## src/rtl/dla_pkg.sv

```systemverilog
package dla_pkg;
  localparam int LVL_N  = 4;
  localparam int LVL_W  = 2;
  localparam int IDX_W  = 5;
  localparam int BYTE_W = 8;
  localparam int MODE_BIT = 7;
  localparam int WORD_W = LVL_N * BYTE_W;

  typedef struct packed {
    logic             rr_en;
    logic [IDX_W-1:0] ptr;
  } lvl_cfg_t;

  // lowest set bit: {found, index}
  function automatic logic [IDX_W:0] find_low(input logic [31:0] v);
    logic [IDX_W:0] r;
    r = '0;
    for (int i = 31; i >= 0; i--) begin
      if (v[i]) r = {1'b1, IDX_W'(i)};
    end
    return r;
  endfunction
endpackage

```

## src/rtl/dla_rst_sync.sv

```systemverilog
module dla_rst_sync (
  input  logic clk,
  input  logic rst_n,
  output logic rst_sync_n
);
  logic [1:0] sync_q;

  always_ff @(posedge clk or negedge rst_n) begin
    if (!rst_n) sync_q <= '0;
    else        sync_q <= {sync_q[0], 1'b1};
  end

  assign rst_sync_n = sync_q[1];
endmodule

```

## src/rtl/dla_ctrl_reg.sv

```systemverilog
module dla_ctrl_reg
  import dla_pkg::*;
(
  input  logic                    clk,
  input  logic                    rst_n,
  input  logic                    wr_en_i,
  input  logic                    wr_lock_i,
  input  logic [WORD_W-1:0]       wr_data_i,
  input  logic                    upd_en_i,
  input  logic [LVL_W-1:0]        upd_lvl_i,
  input  logic [IDX_W-1:0]        upd_idx_i,
  output lvl_cfg_t [LVL_N-1:0]    cfg_o,
  output logic [WORD_W-1:0]       rd_o
);
  lvl_cfg_t [LVL_N-1:0] cfg_q, cfg_d;
  logic                 wr_ok;

  assign wr_ok = wr_en_i & ~wr_lock_i;

  always_comb begin
    cfg_d = cfg_q;
    if (wr_ok) begin
      for (int l = 0; l < LVL_N; l++) begin
        cfg_d[l].rr_en = wr_data_i[l*BYTE_W + MODE_BIT];
        cfg_d[l].ptr   = wr_data_i[l*BYTE_W +: IDX_W];
      end
    end
    // hardware pointer update wins over a same-cycle write
    if (upd_en_i) cfg_d[upd_lvl_i].ptr = upd_idx_i;
  end

  always_ff @(posedge clk or negedge rst_n) begin
    if (!rst_n) cfg_q <= '0;
    else        cfg_q <= cfg_d;
  end

  genvar g;
  generate
    for (g = 0; g < LVL_N; g++) begin : g_rd
      assign rd_o[g*BYTE_W + MODE_BIT]          = cfg_q[g].rr_en;
      assign rd_o[g*BYTE_W + IDX_W +: 2]        = 2'b00;
      assign rd_o[g*BYTE_W +: IDX_W]            = cfg_q[g].ptr;
    end
  endgenerate

  assign cfg_o = cfg_q;
endmodule

```

## src/rtl/dla_level_pick.sv

```systemverilog
module dla_level_pick
  import dla_pkg::*;
#(
  parameter int NUM_CH = 8
) (
  input  logic [NUM_CH-1:0] req_i,
  input  lvl_cfg_t          cfg_i,
  output logic              any_o,
  output logic [IDX_W-1:0]  idx_o
);
  logic [NUM_CH-1:0] above;
  logic [NUM_CH-1:0] upper_req;
  logic [IDX_W:0]    low_all, low_upper;

  always_comb begin
    for (int c = 0; c < NUM_CH; c++) begin
      above[c] = (IDX_W'(c) > cfg_i.ptr);
    end
  end

  assign upper_req = req_i & above;
  assign low_all   = find_low(32'(req_i));
  assign low_upper = find_low(32'(upper_req));
  assign any_o     = low_all[IDX_W];

  always_comb begin
    if (cfg_i.rr_en && low_upper[IDX_W]) idx_o = low_upper[IDX_W-1:0];
    else                                 idx_o = low_all[IDX_W-1:0];
  end
endmodule

```

## src/rtl/dla_level_select.sv

```systemverilog
module dla_level_select
  import dla_pkg::*;
(
  input  logic [LVL_N-1:0]            any_i,
  input  logic [LVL_N-1:0][IDX_W-1:0] idx_i,
  output logic                        valid_o,
  output logic [LVL_W-1:0]            lvl_o,
  output logic [IDX_W-1:0]            idx_o
);
  always_comb begin
    valid_o = 1'b0;
    lvl_o   = '0;
    idx_o   = '0;
    for (int l = 0; l < LVL_N; l++) begin
      if (any_i[l]) begin
        valid_o = 1'b1;
        lvl_o   = LVL_W'(l);
        idx_o   = idx_i[l];
      end
    end
  end
endmodule

```

## src/rtl/dma_level_arbiter.sv

```systemverilog
module dma_level_arbiter
  import dla_pkg::*;
#(
  parameter int NUM_CH = 8
) (
  input  logic                  clk,
  input  logic                  rst_n,
  input  logic [NUM_CH-1:0]     req_i,
  input  logic [2*NUM_CH-1:0]   lvl_i,
  input  logic                  accept_i,
  input  logic                  wr_en_i,
  input  logic [31:0]           wr_data_i,
  input  logic                  wr_lock_i,
  output logic                  gnt_valid_o,
  output logic [4:0]            gnt_idx_o,
  output logic [31:0]           ctrl_rd_o
);
  logic                            rst_q;
  lvl_cfg_t [LVL_N-1:0]            cfg;
  logic [LVL_N-1:0][NUM_CH-1:0]    lvl_req;
  logic [LVL_N-1:0]                lvl_any;
  logic [LVL_N-1:0][IDX_W-1:0]     lvl_idx;
  logic                            win_valid;
  logic [LVL_W-1:0]                win_lvl;
  logic [IDX_W-1:0]                win_idx;
  logic                            upd_en;
  logic [IDX_W-1:0]                hold_q, hold_d;
  logic                            hold_en;

  dla_rst_sync u_rst (
    .clk        (clk),
    .rst_n      (rst_n),
    .rst_sync_n (rst_q)
  );

  genvar gl, gc;
  generate
    for (gl = 0; gl < LVL_N; gl++) begin : g_lvl
      for (gc = 0; gc < NUM_CH; gc++) begin : g_ch
        assign lvl_req[gl][gc] = req_i[gc] & (lvl_i[2*gc +: 2] == LVL_W'(gl));
      end
      dla_level_pick #(.NUM_CH(NUM_CH)) u_pick (
        .req_i (lvl_req[gl]),
        .cfg_i (cfg[gl]),
        .any_o (lvl_any[gl]),
        .idx_o (lvl_idx[gl])
      );
    end
  endgenerate

  dla_level_select u_sel (
    .any_i   (lvl_any),
    .idx_i   (lvl_idx),
    .valid_o (win_valid),
    .lvl_o   (win_lvl),
    .idx_o   (win_idx)
  );

  assign upd_en = accept_i & win_valid & cfg[win_lvl].rr_en;

  dla_ctrl_reg u_reg (
    .clk       (clk),
    .rst_n     (rst_q),
    .wr_en_i   (wr_en_i),
    .wr_lock_i (wr_lock_i),
    .wr_data_i (wr_data_i),
    .upd_en_i  (upd_en),
    .upd_lvl_i (win_lvl),
    .upd_idx_i (win_idx),
    .cfg_o     (cfg),
    .rd_o      (ctrl_rd_o)
  );

  // last-grant hold register
  assign hold_en = win_valid;
  assign hold_d  = win_idx;

  always_ff @(posedge clk or negedge rst_q) begin
    if (!rst_q)       hold_q <= '0;
    else if (hold_en) hold_q <= hold_d;
  end

  assign gnt_valid_o = win_valid;
  assign gnt_idx_o   = win_valid ? win_idx : hold_q;
endmodule

```

## config.mk

```make
export PLATFORM = sky130hd
export DESIGN_NAME = dma_level_arbiter
export DESIGN_NICKNAME = d
export VERILOG_FILES = /design/src/rtl/dla_pkg.sv /design/src/rtl/dla_rst_sync.sv /design/src/rtl/dla_ctrl_reg.sv /design/src/rtl/dla_level_pick.sv /design/src/rtl/dla_level_select.sv /design/src/rtl/dma_level_arbiter.sv
export SDC_FILE = /design/constraint.sdc
export NUM_CORES = 1
export LEC_CHECK = 0
export ABC_CLOCK_PERIOD_IN_PS = 4430
export BUFFER_PORTS_ARGS = -buffer_cell sky130_fd_sc_hd__buf_2
export CORE_UTILIZATION = 35
export CTS_BUF_LIST = sky130_fd_sc_hd__clkbuf_16
export CTS_CLUSTER_DIAMETER = 80
export DETAILED_ROUTE_END_ITERATION = 8
export GPL_TIMING_DRIVEN = 0
export HOLD_SLACK_MARGIN = 0.15
export PLACE_DENSITY = 0.61
export REMOVE_ABC_BUFFERS = 1
export SLEW_MARGIN = 40
export SYNTH_ARGS = -nofsm -noshare
export SYNTH_HDL_FRONTEND = slang
export SYNTH_SLANG_ARGS = --single-unit
```

## constraint.sdc

```tcl
create_clock -name clk -period 4.43 [get_ports clk]
set_input_delay 0.6645 -clock clk [delete_from_list [all_inputs] [get_ports clk]]
set_output_delay 0.6645 -clock clk [all_outputs]
set_load 0.03 [all_outputs]
```

==> metrics, run 1 <==
H-tree depth 2; deepest clock path buffer count 2; Max-slew headroom 0.530; Worst VDD drop 0.138 mV; status finished clean; mux contribution to synthesized area 0.0771; Worst Setup End Kind primary output; Crit path max-delay family simple AND/OR/NAND/NOR gates; RSZ-0062 raised after global routing false; DR DRC count 0; number of detailed-route iterations in the first pass 4; GRT Util Overall 0.216; Post-Syn Instances 371; via total after detailed routing about 3200; Cell Rows 32; cell area power density 338 nW/um^2; Ys Warns 0; WL final 9150 um; CP max FO 9; final core utilization 0.448; endpoints failing setup 0; core area 7850 um^2; FFs w/ async S/R, synth 1.00; clock root cell clkbuf_16; setup_tns 0 ns; clk_lat worst skew 0.27 ns; Clock Skews about 0.0055 ns; ordered cell list for the critical path buf_2, nand3_1, nand4_1, nor3_2, nand3_1, nor2_1, a221oi_1, nand4_1, buf_2; static leakage power 1.61 nW; final hold vios 0; initial DRC count 145; area of the mapped netlist 2890 um^2; R2R setup slack roughly 2.0 ns; WHS 0.162 ns; largest net degree at the start of global routing 30; clock-pin slew on the worst setup and hold paths 0.05 ns; Via density 5.73; post-cts resize count 0; grt ovf 0; CTS tree done; post-route insts no fill 552; die height 92.8 um; Synth Area in Simple Gates 0.340; max-slew violations 0; total power approximately 1.2 mW; Inserted Diodes 0; clock sink total 31; Hold WC Path Type in2async; number of distinct library cells after synthesis 75; R2R cell count 7; Req. time, crit path 3.77 ns; Placed Instances between 500 and 600; share of cells above drive strength 1 0.271; IO Pins about 100; Post-Synth XOR/XNOR Area 0; fmax between 0.2 and 0.3 GHz; Adder-Cell Fraction of Synth Area 0; Placer Congestion 0.894; first-pass GRT wire length about 15000 um; Antenna Nets Post-Route 0; Worst Setup Path Type in2out; vias in the first global route around 3000; Synth Area in Compound Gates 0.262; main combinational cell family by area after synthesis simple AND/OR/NAND/NOR gates; CTS buffer count 5; Initial Util 0.368; Final min period 3.61 ns; Max Cap Viol 0; fin nets 510; setup bufs post-CTS 0; Die Width 92.8 um; post-synthesis sequential area ratio 0.269; Final Cycle Share 0.815; Worst Path Arrival 2.95 ns; initial antenna violation count 0; hold buffers post-CTS 0; CP bufs+invs 2; total die area about 8600 um^2; Area Overhead vs Synth 21.8%; Startpoint Class input port; port bufs 82; Least-Margin Pin Slew 0.697 ns; syn avg cell area approximately 8 um^2; DR WL/cell between 15 and 20 um; detailed placement HPWL 7330 um; CP max stage delay 0.45 ns; EDFF count, synth 0; logic depth of the worst path, buffers included 9; Seq cells post-synth 31; ys flop type dfrtp_1; crit path max-delay cell type nor3_2
metal layers:
layer	vias up	track usage	routed length [um]	share of wire
met5	-	0	0	0
met2	101	0.382	4530	0.50
met1	1518	0.268	3990	0.44
li1	1534	-	-	-
met3	12	0.0435	525	0.057
met4	0	0.0462	105	0.011
layout make-up:
| class | instances | area (um^2) |
|---|---|---|
| clock inverters | 3 | 15.0 |
| fillers | 842 | 4330 |
| clock buffers | 5 | 125 |
| inverters | 9 | 33.8 |
| flip-flops and latches | 31 | 777 |
| well taps | 102 | 128 |
| multi-input cells | 319 | 2000 |
| repair buffers | 83 | 438 |
cell usage in the layout, fill, tap and decap left out, drive strengths merged, types with 4 or more instances in the layout:
| master | synthesis | routed |
|---|---|---|
| nand3 | 13 | 13 |
| or3b | 5 | 5 |
| and3 | 7 | 7 |
| nor3b | 6 | 6 |
| inv | 9 | 9 |
| nor3 | 13 | 13 |
| dfrtp | 31 | 31 |
| nand2 | 62 | 62 |
| nor2b | 5 | 5 |
| a31oi | 7 | 7 |
| nor2 | 27 | 27 |
| nand3b | 14 | 14 |
| a31o | 4 | 4 |
| conb | 2 | 9 |
| clkbuf | 8 | 5 |
| o21ai | 30 | 30 |
| buf | 11 | 83 |
| a21oi | 28 | 28 |
| a221oi | 4 | 4 |
| nor4 | 4 | 4 |
| mux2i | 17 | 17 |
| mux2 | 4 | 4 |
metrics by stage:
| step | cell area [um^2] | setup WS, ns |
|---|---|---|
| after floorplan | 2800 | 1.34 |
| after global routing | 3520 | 0.636 |
| after global placement | 3340 | 0.814 |
| final | 3520 | 0.819 |
| after detailed placement | 3380 | 0.846 |
| after CTS | 3520 | 0.838 |
kinds of logic after synthesis:
group,Yosys count
AO/OA/AOI/OAI,112
buffers and inverters,28
flip-flops,31
multiplexers,21
other,2
AND/OR/NAND/NOR,177
synth_stat cells (all sizes together), types with 3 or more instances:
cell type,n,area [um^2]
nor2,27,109
nor2b,5,38.8
mux2,4,52.6
a22oi,3,22.5
nand2b,3,18.8
nand4,3,18.8
clkbuf,8,30.0
nand3b,14,118
or3,3,23.8
a221oi,4,41.3
nor3b,6,50.1
inv,9,33.8
nor4,4,25.0
o21a,3,22.5
mux2i,17,170
a31oi,7,43.8
a21oi,28,144
nand2,62,233
o21ai,30,150
and3b,3,27.5
nor3,13,81.3
buf,11,80.1
and3,7,53.8
a31o,4,35.0
or3b,5,43.8
and2,3,18.8
nand3,13,65.1
dfrtp,31,776
final timing paths:
kind,startpoint,endpoint
min,rst_n,u_rst.sync_q[0]
max reg2reg,u_reg.cfg_o[6],hold_q[2]
min reg2reg,u_rst.sync_q[1],hold_q[3]
max,lvl_i[6],gnt_idx_o[1]
min in group clk,u_rst.sync_q[0],u_rst.sync_q[1]
max in group asynchronous,u_rst.sync_q[1],u_reg.cfg_o[16]
power by group:
| group | internal, mW | switching, mW | total [mW] |
|---|---|---|---|
| registers | 0.326 | 0.0793 | 0.406 |
| clock network | 0.205 | 0.122 | 0.326 |
| logic | 0.167 | 0.290 | 0.457 |
| total | 0.698 | 0.491 | 1.19 |
Power figures use the tool's default switching activity.
==> run 2, diff against run 1 <==
--- a/config.mk
+++ b/config.mk
@@ -5,7 +5,8 @@
 export SDC_FILE = /design/constraint.sdc
 export NUM_CORES = 1
 export LEC_CHECK = 0
-export ABC_CLOCK_PERIOD_IN_PS = 4430
+export ABC_AREA = 1
+export ABC_CLOCK_PERIOD_IN_PS = 3700
 export BUFFER_PORTS_ARGS = -buffer_cell sky130_fd_sc_hd__buf_2
 export CORE_UTILIZATION = 35
 export CTS_BUF_LIST = sky130_fd_sc_hd__clkbuf_16
==> constraint.sdc (replaced) <==
create_clock -name clk -period 3.7 [get_ports clk]
set_input_delay 0.555 -clock clk [delete_from_list [all_inputs] [get_ports clk]]
set_output_delay 0.555 -clock clk [all_outputs]
set_load 0.03 [all_outputs]
==> run 2 against run 1 <==
Cell area rose by 6.5%. Via count increased by 6.5%. Hold slack improved by 0.13 ns. Flip-flop and latch count stayed put. Critical path type is now reg2out. Clock skew down 0.0014 ns.
==> metrics, run 2 <==
total die area 9190 um^2 (+6.6%); RSZ-0062 raised after global routing false; Placed Instances 690 (+27%); post-synthesis sequential area ratio 0.252 (-0.0170); cell mode on critical path nand2_1; Startpoint Class flop; clock root cell clkbuf_16; CP max FO 5 (-4); ordered cell list for the critical path nor2_1, nand2_1, or2_2, nand2_1, o21bai_1, nand2_1, nand2_1, nand2_1, nand2_1, nand2_1, nand2_1, nand3_1, buf_2; die height 95.9 um (+3.3%); fmax 0.343 GHz; Inserted Diodes 0 (unchanged); final hold vios 0 (unchanged); Antenna Nets Post-Route 0 (unchanged); WHS 0.288 ns (+0.126 ns); commonest cells after routing, fill and taps aside 185 x nand2_1, 82 x buf_2, 60 x nor2_1, 56 x nand3_1, 46 x inv_1; Synth Area in Simple Gates 0.526 (+0.186); FFs w/ async S/R, synth 1.00 (unchanged); initial antenna violation count 0 (unchanged); largest net degree at the start of global routing 37 (+23%); post-cts resize count 0 (unchanged); cell area power density 419 nW/um^2 (+24%); hold buffers post-CTS 1 (+1); Req. time, crit path 3.14 ns (-0.63 ns); Final Cycle Share 0.788; share of cells above drive strength 1 0.263 (-0.00848); deepest clock path buffer count 2 (unchanged); ranking of synthesized cells by area dfrtp_1 25%, nand2_1 23%, nand3_1 9.1%; reg-to-reg endpoint u_reg.cfg_o[12]; post-placement setup slack 0.869 ns (+0.0223 ns); CP max stage delay 0.39 ns (-0.06 ns); IO Pins 99 (unchanged); Post-Syn Instances 508 (+37%); DR DRC count 0 (unchanged); commonest non-fill, non-tap cell in the layout nand2_1; clk_lat worst skew 0.27 ns (about the same); Ys Warns 0 (unchanged); Initial Util 0.368 (about the same); Clock Skews 0.00408 ns (-0.00140 ns); Seq cells post-synth 31 (unchanged); Worst Path Arrival 2.36 ns (-0.59 ns); setup_tns 0 ns (unchanged); Post-Synth XOR/XNOR Area 0 (unchanged); Placer Congestion 0.849 (-5.1%); Worst Setup Path Type reg2out; fin area 3750 um^2 (+6.5%); CTS buffer count 5 (unchanged); main combinational cell family by area after synthesis simple AND/OR/NAND/NOR gates; mux contribution to synthesized area 0.0219 (-0.0552); grt ovf 0 (unchanged); FF-to-FF Start u_reg.cfg_o[9]; area of the mapped netlist 3080 um^2 (+6.8%); DR WL/cell 12.3 um (-26%); Worst Setup End Kind primary output; first-pass GRT wire length 13900 um (-5.8%); via total after detailed routing 3370 (+6.5%); Synth Area in Compound Gates 0.0998 (-0.162); crit path max-delay cell type dfrtp_1; CTS tree done; final core utilization 0.447 (-0.00111); R2R cell count 13 (+6); Die Width 95.9 um (+3.3%); static leakage power 2.19 nW (+36%); detailed placement HPWL 7260 um (-0.99%); core area 8380 um^2 (+6.8%); port bufs 82 (unchanged); Max Cap Viol 0 (unchanged); initial DRC count 159 (+9.7%); post-synth top area cell dfrtp_1; Area Overhead vs Synth 21.6%; number of detailed-route iterations in the first pass 5 (+1); GRT Util Overall 0.196 (-0.0199); Max-slew headroom 0.560 (+0.0300); Worst VDD drop 0.300 mV (+120%); R2R setup slack 1.54 ns (-0.48 ns); top-count cell post-synth nand2_1; Synth top area share 0.252 (-0.0170); EDFF count, synth 0 (unchanged); Least-Margin Pin Slew 0.657 ns (-0.0400 ns); ys flop type dfrtp_1; Via density 4.82 (-16%); syn avg cell area 6.07 um^2 (-22%); setup bufs post-CTS 0 (unchanged); post-route insts no fill 699 (+27%); endpoints failing setup 0 (unchanged); Final min period just under 3 ns; status finished clean; Synth top cells by count 186 x nand2_1, 60 x nor2_1, 56 x nand3_1, 46 x inv_1, 31 x dfrtp_1; WL final 8560 um (-6.4%); Cell Rows 33 (+3.1%); Crit path max-delay family simple AND/OR/NAND/NOR gates; total power 1.57 mW (+32%); Adder-Cell Fraction of Synth Area 0 (unchanged); H-tree depth 2 (unchanged); dpl cell area 3570 um^2 (+5.8%); clock sink total 31 (unchanged); fin nets 654 (+28%); vias in the first global route 2978 (-1.5%); CP bufs+invs 1 (-1); max-slew violations 0 (unchanged); Hold WC Path Type reg2async; clock-pin slew on the worst setup and hold paths 0.05 ns (about the same); setup ws final 0.784 ns (-0.0350 ns); number of distinct library cells after synthesis 33 (-56%)
-- run 2: changes by cell type after synthesis, moves of 13 or more --
cell      previous run  this run
nand3b_1            13         0
mux2i_1             17         0
a21oi_1             27        13
nor2_1              26        60
nand3_1             13        56
nand2_1             62       186
inv_1                9        46
-- run 2: cell families (layout without fill, tap and decap cells) --
| kind of cell | Yosys count | count (layout) |
|---|---|---|
| DFF | 31 | 31 |
| other | 2 | 9 |
| and+or+nand+nor | 348 | 348 |
| AOI/OAI and AO/OA | 51 | 51 |
| buffers and inverters | 70 | 149 |
| muxes | 6 | 6 |
-- run 2: worst max path at each step --
stage                   startpoint           end  slack (ns)  cells past startpoint
global route        u_reg.cfg_o[9]  gnt_idx_o[1]        0.61                     13
CTS                 u_reg.cfg_o[9]  gnt_idx_o[1]        0.80                     13
floorplan                lvl_i[14]  gnt_idx_o[3]        1.05                      9
global placement         lvl_i[14]  gnt_idx_o[4]        0.84                     11
detailed placement        lvl_i[2]  gnt_idx_o[4]        0.87                     12
finish              u_reg.cfg_o[9]  gnt_idx_o[1]        0.78                     13
-- run 2: layout make-up --
class	instances	area, um^2
clock buffers	5	125
clock inverters	3	38.8
inverters	58	223
multi-input cells	414	2030
flip-flops and latches	31	777
well taps	105	131
fillers	906	4630
repair buffers	83	420
-- run 2: worst reg2reg max path, delay by kind of cell, from the launching register on --
kind | cells | cell delay [ns]
AOI/OAI and AO/OA | 1 | 0.09
and+or+nand+nor | 12 | 1.56
DFF | 1 | 0.39
-- run 2: power by group --
part           internal (mW)  switching, mW
sequential             0.399         0.0754
clock                  0.313          0.139
combinational          0.203          0.440
-- run 2: per-layer routing --
metal  global-route usage  routed length [um]  up-vias
met3               0.0213                 489        7
met5                    0                   0        -
li1                     -                   -     1766
met4               0.0448                  85        0
met2                0.326                3850      112
met1                0.272                4140     1485
